<file path="config.mk">
export PLATFORM = sky130hd
export DESIGN_NAME = pwrup_seq_ctrl
export DESIGN_NICKNAME = d
export VERILOG_FILES = /design/src/rtl/pwrup_seq_pkg.sv /design/src/rtl/lrck_edge_sync.sv /design/src/rtl/frame_counter.sv /design/src/rtl/seq_fsm.sv /design/src/rtl/pwrup_seq_ctrl.sv
export SDC_FILE = /design/constraint.sdc
export NUM_CORES = 1
export LEC_CHECK = 0
export BUFFER_PORTS_ARGS = -buffer_cell sky130_fd_sc_hd__buf_4
export CAP_MARGIN = 20
export CORE_ASPECT_RATIO = 1.1
export CORE_UTILIZATION = 50
export DETAILED_ROUTE_END_ITERATION = 12
export PLACE_DENSITY = 0.72
export SYNTH_ARGS = -nofsm -noshare
export SYNTH_HDL_FRONTEND = slang
export SYNTH_SLANG_ARGS = --single-unit
</file>
<file path="constraint.sdc">
create_clock -name clk -period 1.5 [get_ports clk]
set_input_delay 0.075 -clock clk [delete_from_list [all_inputs] [get_ports clk]]
set_output_delay 0.075 -clock clk [all_outputs]
set_load 0.005 [all_outputs]
</file>
<file path="src/rtl/pwrup_seq_pkg.sv">
package pwrup_seq_pkg;

  typedef enum logic [1:0] {
    PH_ARM     = 2'd0,
    PH_RUN     = 2'd1,
    PH_SA_DONE = 2'd2,
    PH_CTL     = 2'd3
  } phase_e;

  // log2 of the frame multiplier for a speed-mode code
  function automatic logic [1:0] speed_shift(input logic [1:0] sel);
    case (sel)
      2'b00:   speed_shift = 2'd0;
      2'b01:   speed_shift = 2'd1;
      default: speed_shift = 2'd2;
    endcase
  endfunction

endpackage

</file>
<file path="src/rtl/lrck_edge_sync.sv">
module lrck_edge_sync #(
  parameter int STAGES = 2
) (
  input  logic clk,
  input  logic rst_n,
  input  logic lrck_async,
  output logic rise_o
);
  logic [STAGES-1:0] chain_q;
  logic              prev_q;

  genvar g;
  generate
    for (g = 0; g < STAGES; g++) begin : g_stage
      if (g == 0) begin : g_first
        always_ff @(posedge clk or negedge rst_n) begin
          if (!rst_n) chain_q[0] <= 1'b0;
          else        chain_q[0] <= lrck_async;
        end
      end else begin : g_next
        always_ff @(posedge clk or negedge rst_n) begin
          if (!rst_n) chain_q[g] <= 1'b0;
          else        chain_q[g] <= chain_q[g-1];
        end
      end
    end
  endgenerate

  always_ff @(posedge clk or negedge rst_n) begin
    if (!rst_n) prev_q <= 1'b0;
    else        prev_q <= chain_q[STAGES-1];
  end

  assign rise_o = chain_q[STAGES-1] & ~prev_q;
endmodule

</file>
<file path="src/rtl/frame_counter.sv">
module frame_counter #(
  parameter int SS_FRAMES = 512,
  parameter int CNT_W     = $clog2(4 * SS_FRAMES + 1)
) (
  input  logic       clk,
  input  logic       rst_n,
  input  logic       run_i,
  input  logic [1:0] shift_i,
  input  logic       tick_i,
  output logic       last_o
);
  localparam logic [CNT_W-1:0] BASE = CNT_W'(SS_FRAMES);

  logic [CNT_W-1:0] cnt_q;
  logic [CNT_W-1:0] target;

  assign target = BASE << shift_i;

  always_ff @(posedge clk or negedge rst_n) begin
    if (!rst_n)                cnt_q <= '0;
    else if (run_i && tick_i)  cnt_q <= cnt_q + 1'b1;
  end

  assign last_o = run_i && tick_i && (cnt_q == target - 1'b1);
endmodule

</file>
<file path="src/rtl/seq_fsm.sv">
module seq_fsm
  import pwrup_seq_pkg::*;
(
  input  logic       clk,
  input  logic       rst_n,
  input  logic [1:0] speed_i,
  input  logic       cpen_i,
  input  logic       last_i,
  output logic       run_o,
  output logic [1:0] shift_o,
  output logic       seq_done_o,
  output logic       pins_ctl_o,
  output logic       dflt_load_o,
  output logic       late_en_o
);
  phase_e     phase_q;
  logic [1:0] shift_q;
  logic       done_q, load_q, late_q;

  always_ff @(posedge clk or negedge rst_n) begin
    if (!rst_n) begin
      phase_q <= PH_ARM;
      shift_q <= 2'd0;
      done_q  <= 1'b0;
      load_q  <= 1'b0;
      late_q  <= 1'b0;
    end else begin
      load_q <= 1'b0;
      case (phase_q)
        PH_ARM: begin
          shift_q <= speed_shift(speed_i);
          if (cpen_i) begin
            phase_q <= PH_CTL;
            load_q  <= 1'b1;
          end else begin
            phase_q <= PH_RUN;
          end
        end
        PH_RUN: begin
          if (cpen_i) begin
            phase_q <= PH_CTL;
            load_q  <= 1'b1;
          end else if (last_i) begin
            phase_q <= PH_SA_DONE;
            done_q  <= 1'b1;
          end
        end
        PH_SA_DONE: begin
          if (cpen_i) begin
            phase_q <= PH_CTL;
            load_q  <= 1'b1;
            late_q  <= 1'b1;
          end
        end
        default: ;
      endcase
    end
  end

  assign run_o       = (phase_q == PH_RUN);
  assign shift_o     = shift_q;
  assign seq_done_o  = done_q;
  assign pins_ctl_o  = (phase_q == PH_CTL);
  assign dflt_load_o = load_q;
  assign late_en_o   = late_q;
endmodule

</file>
<file path="src/rtl/pwrup_seq_ctrl.sv">
module pwrup_seq_ctrl #(
  parameter int SS_FRAMES   = 512,
  parameter int SYNC_STAGES = 2
) (
  input  logic       clk,
  input  logic       rst_n,
  input  logic       lrck,
  input  logic [1:0] speed_sel,
  input  logic       cpen_wr,
  output logic       seq_done,
  output logic       pins_ctl,
  output logic       dflt_load,
  output logic       late_en
);
  localparam int CNT_W = $clog2(4 * SS_FRAMES + 1);

  logic       rise, run, last;
  logic [1:0] shift;

  lrck_edge_sync #(.STAGES(SYNC_STAGES)) u_sync (
    .clk(clk), .rst_n(rst_n), .lrck_async(lrck), .rise_o(rise)
  );

  frame_counter #(.SS_FRAMES(SS_FRAMES), .CNT_W(CNT_W)) u_cnt (
    .clk(clk), .rst_n(rst_n), .run_i(run), .shift_i(shift),
    .tick_i(rise), .last_o(last)
  );

  seq_fsm u_fsm (
    .clk(clk), .rst_n(rst_n), .speed_i(speed_sel), .cpen_i(cpen_wr),
    .last_i(last), .run_o(run), .shift_o(shift), .seq_done_o(seq_done),
    .pins_ctl_o(pins_ctl), .dflt_load_o(dflt_load), .late_en_o(late_en)
  );
endmodule

</file>
== Word-level counts from Yosys, hierarchy flattened ==
Cells that the tools add are included.
Storage, ports and cells
  input port bits: 6
  output and inout port bits: 4
  word-level logic and storage cells: 39
  register bits: 22
Operators by class
  multiplexer cells: 8
  $add $sub $neg: 2
  eq/ne operators: 7
  reductions and logical operators: 9
  shifts and indexed selects: 1
  bitwise gates (word level): 3
Operators by type and width (count)
  12-bit by 1-bit adder with 12-bit output, second input constant: 1
  12-bit equality test: 1
  10-bit by 2-bit << shifter with 12-bit output, first input constant: 1
  12-bit by 1-bit subtractor with 12-bit output, second input constant: 1
  2-bit two-way mux: 4
  2-bit case mux with 3 select lines: 1
  3-bit AND reduction: 2
  2-bit by 1-bit equality test with 1-bit output, second input constant: 2
  2-bit equality test, second input constant: 2
  2-bit logical NOT: 2
  2-bit case mux with 2 select lines: 1
  3-bit inequality test, second input constant: 1
  3-bit nonzero test: 1
  3-bit OR reduction: 1
  1-bit logical AND: 2
  1-bit two-way mux: 2
  2-bit inequality test, second input constant: 1
  1-bit NOT: 2
  2-bit AND reduction: 1
  1-bit bitwise AND: 1

== Logic depth before layout (Yosys ltp) ==
  word-level depth: 7
  gate-level depth with buffers: 7
  depth with buffers taken out: 7

== Hierarchy ==
From an unflattened synthesis, not the netlist that was laid out.
Second synthesis, totals
  cells, all modules: 84
  area total of the unflattened synthesis: 1002.2 um2
By module, submodules not included
  frame_counter: cells each 49, seq. area each 300.3 um2, area an instance 554.3 um2, times used 1
  seq_fsm: cells each 31, seq. area each 175.2 um2, area an instance 359.1 um2, times used 1
  lrck_edge_sync: cells each 4, seq. area each 75.1 um2, area an instance 88.8 um2, times used 1

== Worst setup path after synthesis ==
OpenSTA, ideal clock, no wires.
  kind: register -> register
  from: reg u_fsm.phase_q[1]
  to: reg u_cnt.cnt_q[11]
  clock period less this slack: 1.630 ns
  path slack: -0.130 ns
  required time: 1.377 ns
  buffers on the path: 0
  stages on the path, launching flop included: 8
  library setup time: 0.123 ns
  arrival time: 1.507 ns
  cell sequence: dfrtp_1 -> inv_1 -> ha_1 -> and4b_1 -> nand3_1 -> nor2b_1 -> nand4_1 -> xnor2_1
Between the ends
  longest elaborated chain between the ends: 2
Ends and longest elaborated chain
  start: declaration: RTL line seq_fsm.sv:16  | phase_e phase_q;
  start signal: assignment: RTL line seq_fsm.sv:22  | phase_q <= PH_ARM;
  start signal: assignment: RTL line seq_fsm.sv:33  | phase_q <= PH_CTL;
  start signal: assignment: RTL line seq_fsm.sv:36  | phase_q <= PH_RUN;
  2-bit by 1-bit equality test with 1-bit output: RTL line seq_fsm.sv:60  | assign run_o = (phase_q == PH_RUN);
  1-bit logical AND: RTL line frame_counter.sv:21  | else if (run_i && tick_i) cnt_q <= cnt_q + 1'b1;
  end signal: assignment: RTL line frame_counter.sv:21
  end: declaration: RTL line frame_counter.sv:14  | logic [CNT_W-1:0] cnt_q;
Every way passes these cells.
A chain may end at the register's enable or synchronous reset.

== Worst setup path in the final report ==
  from: reg u_cnt.cnt_q[10]
  to: reg u_fsm.phase_q[0]
Between the ends
  longest elaborated chain between the ends: 4
Ends and longest elaborated chain
  12-bit equality test: RTL line frame_counter.sv:24  | assign last_o = run_i && tick_i && (cnt_q == target - 1'b1);
  1-bit logical AND: RTL line frame_counter.sv:24
  3-bit inequality test (no source line)
  3-bit AND reduction (no source line)
Every way passes these cells.

==> impl_metrics.ini <==
[placement]
placed_cells = 134
numPortBuffers = 9
gp_congestion = 0.865
preCtsSetupSlack_ns = -0.138
hpwlAfterDp_um = 1300

[grt]
grt_overflow = 0
grt_max_degree = 23
grt_pass1_vias = 791
grt_util_all_layers = 0.208
grt_pass1_wl_um = 3280
antenna_found_initial = 0

[drt]
drc = 0
ant_nets = 0
drtIter0Drc = 17
vias = 773
wire_per_inst_um = 13.5
vias_per_cell = 5.15
drt_wl_total_um = 2020
drtPass1Iterations = 4

[timing]
max_slew_margin = 0.778
fin_ws_ns = -0.185
fmax_mhz = 594
rsz0062_at_grt = true
fin_crit_ns = 1.68
skew_ns = 0.00260
drv_slew = 0
fin_crit_sh = 1.12
finalSetupViolCount = 3
worst_pin_slew_ns = 0.330
hold_viol = 0

[power]
clkPwrFrac = 0.341
leakage_nw = 0.686
swShare = 0.211
p_sw_mw = 0.205
p_int_mw = 0.768
power_frac_comb = 0.041
peakVddDrop_mv = 0.737
pwr-share-seq = 0.618
p_per_area_nw_per_um2 = 700

[worst_setup_path]
cp.arrival_ns = 1.93
r2r-start = u_cnt.cnt_q[10]$_DFFE_PN0P_
path_max_fanout = 5
cp.required_ns = 1.75
rr_endpoint = u_fsm.phase_q[0]$_DFFE_PN0P_
reg2reg_slack_ns = -0.18
cp_slowest_cell = or4_1
r2r_cells = 5
crit_chain = or4_1 -> mux2i_1 -> o211ai_2 -> a21boi_1 -> a2bb2oi_1
end_kind = register
max_stage_delay_ns = 0.50
critical_path_class = reg -> reg
start_kind = register

[synth]
synth_edf_count = 0
synth_area_per_cell_sq_um = 11.7
async_flop_share = 1.00
ys_seq_elements = 22
syn-num-nets = 98
syn-instance-count = 87
synthesis.area_sq_um = 1020
yosys_most_used_dff = dfrtp_1
seq_area_frac_synth = 0.539
synth_cell_types = 32
yosys_warnings = 0

[cells_and_area]
layout_commonest_cell = buf_4
diodes = 0
syn_to_final_growth_pct = 36.0
final_cell_count_no_fill = 150
finalNetCount = 135
multi_input_comb_area_sq_um = 497
drive_above_1_share = 0.358
final_cell_mix = 26 x buf_4, 22 x dfrtp_1, 8 x xnor2_1
layout.area.seq_sq_um = 551
n_fill_cell = 133

[clocking]
clkSlewWorstSetupHoldPaths_ns = 0.12
htree_levels = 1
cts_buffer_depth = 2
cts_tree = done
ctsRootBufferMaster = clkbuf_4
cts_buffers = 3
insertion_delay_ns = 0.31
clock-sinks = 22

[outcome]
outcome = complete, but fails checks
violations = negative setup slack

[floorplanning]
dieArea_sq_um = 2230
row_count = 16
coreArea_sq_um = 1840
dieHeight_um = 49.4
die_w_um = 45.1
ioPinCount = 10
start_util = 0.554

[hold_path]
min_path_type = in -> async

[job]
cap_violations = 0
==> registers in the layout, summed over array words and instances, names as in the netlist <==
register and count:
u_fsm.phase_q 2, u_fsm.late_en_o 1, u_fsm.shift_o 2, u_cnt.cnt_q 12
u_fsm.dflt_load_o 1, u_sync.chain_q 2, u_fsm.seq_done_o 1, u_sync.prev_q 1
==> worst max-delay path: cells and delay by family (launching register included) <==
family,cells,cell delay [ns]
muxes,1,0.18
AOI/OAI and AO/OA,3,0.53
and+or+nand+nor,1,0.50
DFF,1,0.41
==> kinds of logic after synthesis <==
kind of cell             count (synthesis)  synth area share
AO/OA/AOI/OAI                           11            0.0833
flip-flops                              22             0.539
XOR/XNOR                                11            0.0944
multiplexers                             3            0.0319
buffers and inverters                    4            0.0147
AND/OR/NAND/NOR                         31             0.175
adder cells (fa/ha/maj)                  5            0.0613
==> through the flow <==
step / utilization / TNS (ns) / hold WS (ns) / instance area (sq um) / total power [mW]
6_report: 0.754 / -0.428 / 0.187 / 1390 / 0.973
5_1_grt: 0.754 / -0.790 / 0.210 / 1390 / 1.00
4_1_cts: 0.729 / -0.350 / 0.178 / 1340 / 0.978
3_5_place_dp: 0.665 / -0.325 / -0.0209 / 1220 / 0.642
3_3_place_gp: 0.665 / -0.153 / -0.0269 / 1220 / 0.641
2_1_floorplan: - / -0.0720 / -0.221 / 1040 / 0.616
==> how the worst max path moves through the flow <==
stage	endpoint	depth (start not counted)	slack, ns	from
after floorplan	u_fsm.phase_q[0]$_DFFE_PN0P_	5	-0.04	u_cnt.cnt_q[10]$_DFFE_PN0P_
after global placement	u_fsm.phase_q[0]$_DFFE_PN0P_	5	-0.06	u_cnt.cnt_q[10]$_DFFE_PN0P_
after detailed placement	u_fsm.phase_q[0]$_DFFE_PN0P_	5	-0.14	u_cnt.cnt_q[10]$_DFFE_PN0P_
after CTS	u_fsm.phase_q[0]$_DFFE_PN0P_	5	-0.16	u_cnt.cnt_q[10]$_DFFE_PN0P_
after global routing	u_fsm.phase_q[1]$_DFFE_PN0P_	5	-0.21	u_cnt.cnt_q[10]$_DFFE_PN0P_
final	u_fsm.phase_q[0]$_DFFE_PN0P_	5	-0.18	u_cnt.cnt_q[10]$_DFFE_PN0P_
==> power by group through the flow <==
stage,registers [mW],clock network (mW),logic [mW]
finish,0.601,0.332,0.0396
floorplan,0.612,0,0.00330
global route,0.602,0.357,0.0440
global placement,0.613,0,0.0286
CTS,0.601,0.336,0.0399
detailed placement,0.613,0,0.0294
==> timing repair <==
action / CTS / global route
endpoints found under the setup margin: 4 / 7
hold buffers: 5 / 0
gates resized for setup: 2 / 5
hold endpoints to repair: 26 / 0
pin swaps: 5 / 6
setup buffers: 4 / 3
==> cell type report <==
class / instances / area share
Sequential cell: 22 / 0.396
Multi-Input combinational cell: 61 / 0.358
Timing Repair Buffer: 32 / 0.185
Clock buffer: 4 / 0.0261
Tap cell: 27 / 0.0243
Inverter: 4 / 0.0108
==> Yosys cell counts, types with 2 or more instances <==
master	count	area, sq um
and3_1	2	12.5
dfrtp_1	22	551
ha_1	5	62.6
inv_1	4	15.0
mux2_2	2	22.5
nand2_1	6	22.5
nand3_1	3	15.0
nand3b_1	3	22.5
nand4_1	2	12.5
nor2_1	5	18.8
nor2b_1	2	12.5
o21ai_0	2	10.0
xnor2_1	8	70.1
xor2_1	3	26.3
==> layer usage <==
metal  track usage  vias to the layer above  part of all wire  routed length, um
met5             0                        -                 0                  0
met2         0.365                       14              0.52               1060
met1         0.236                      373              0.43                870
met4        0.0960                        0             0.023                 46
li1              -                      378                 -                  -
met3        0.0333                        8             0.023                 47
Note: power is estimated with default switching activity, not from simulation.
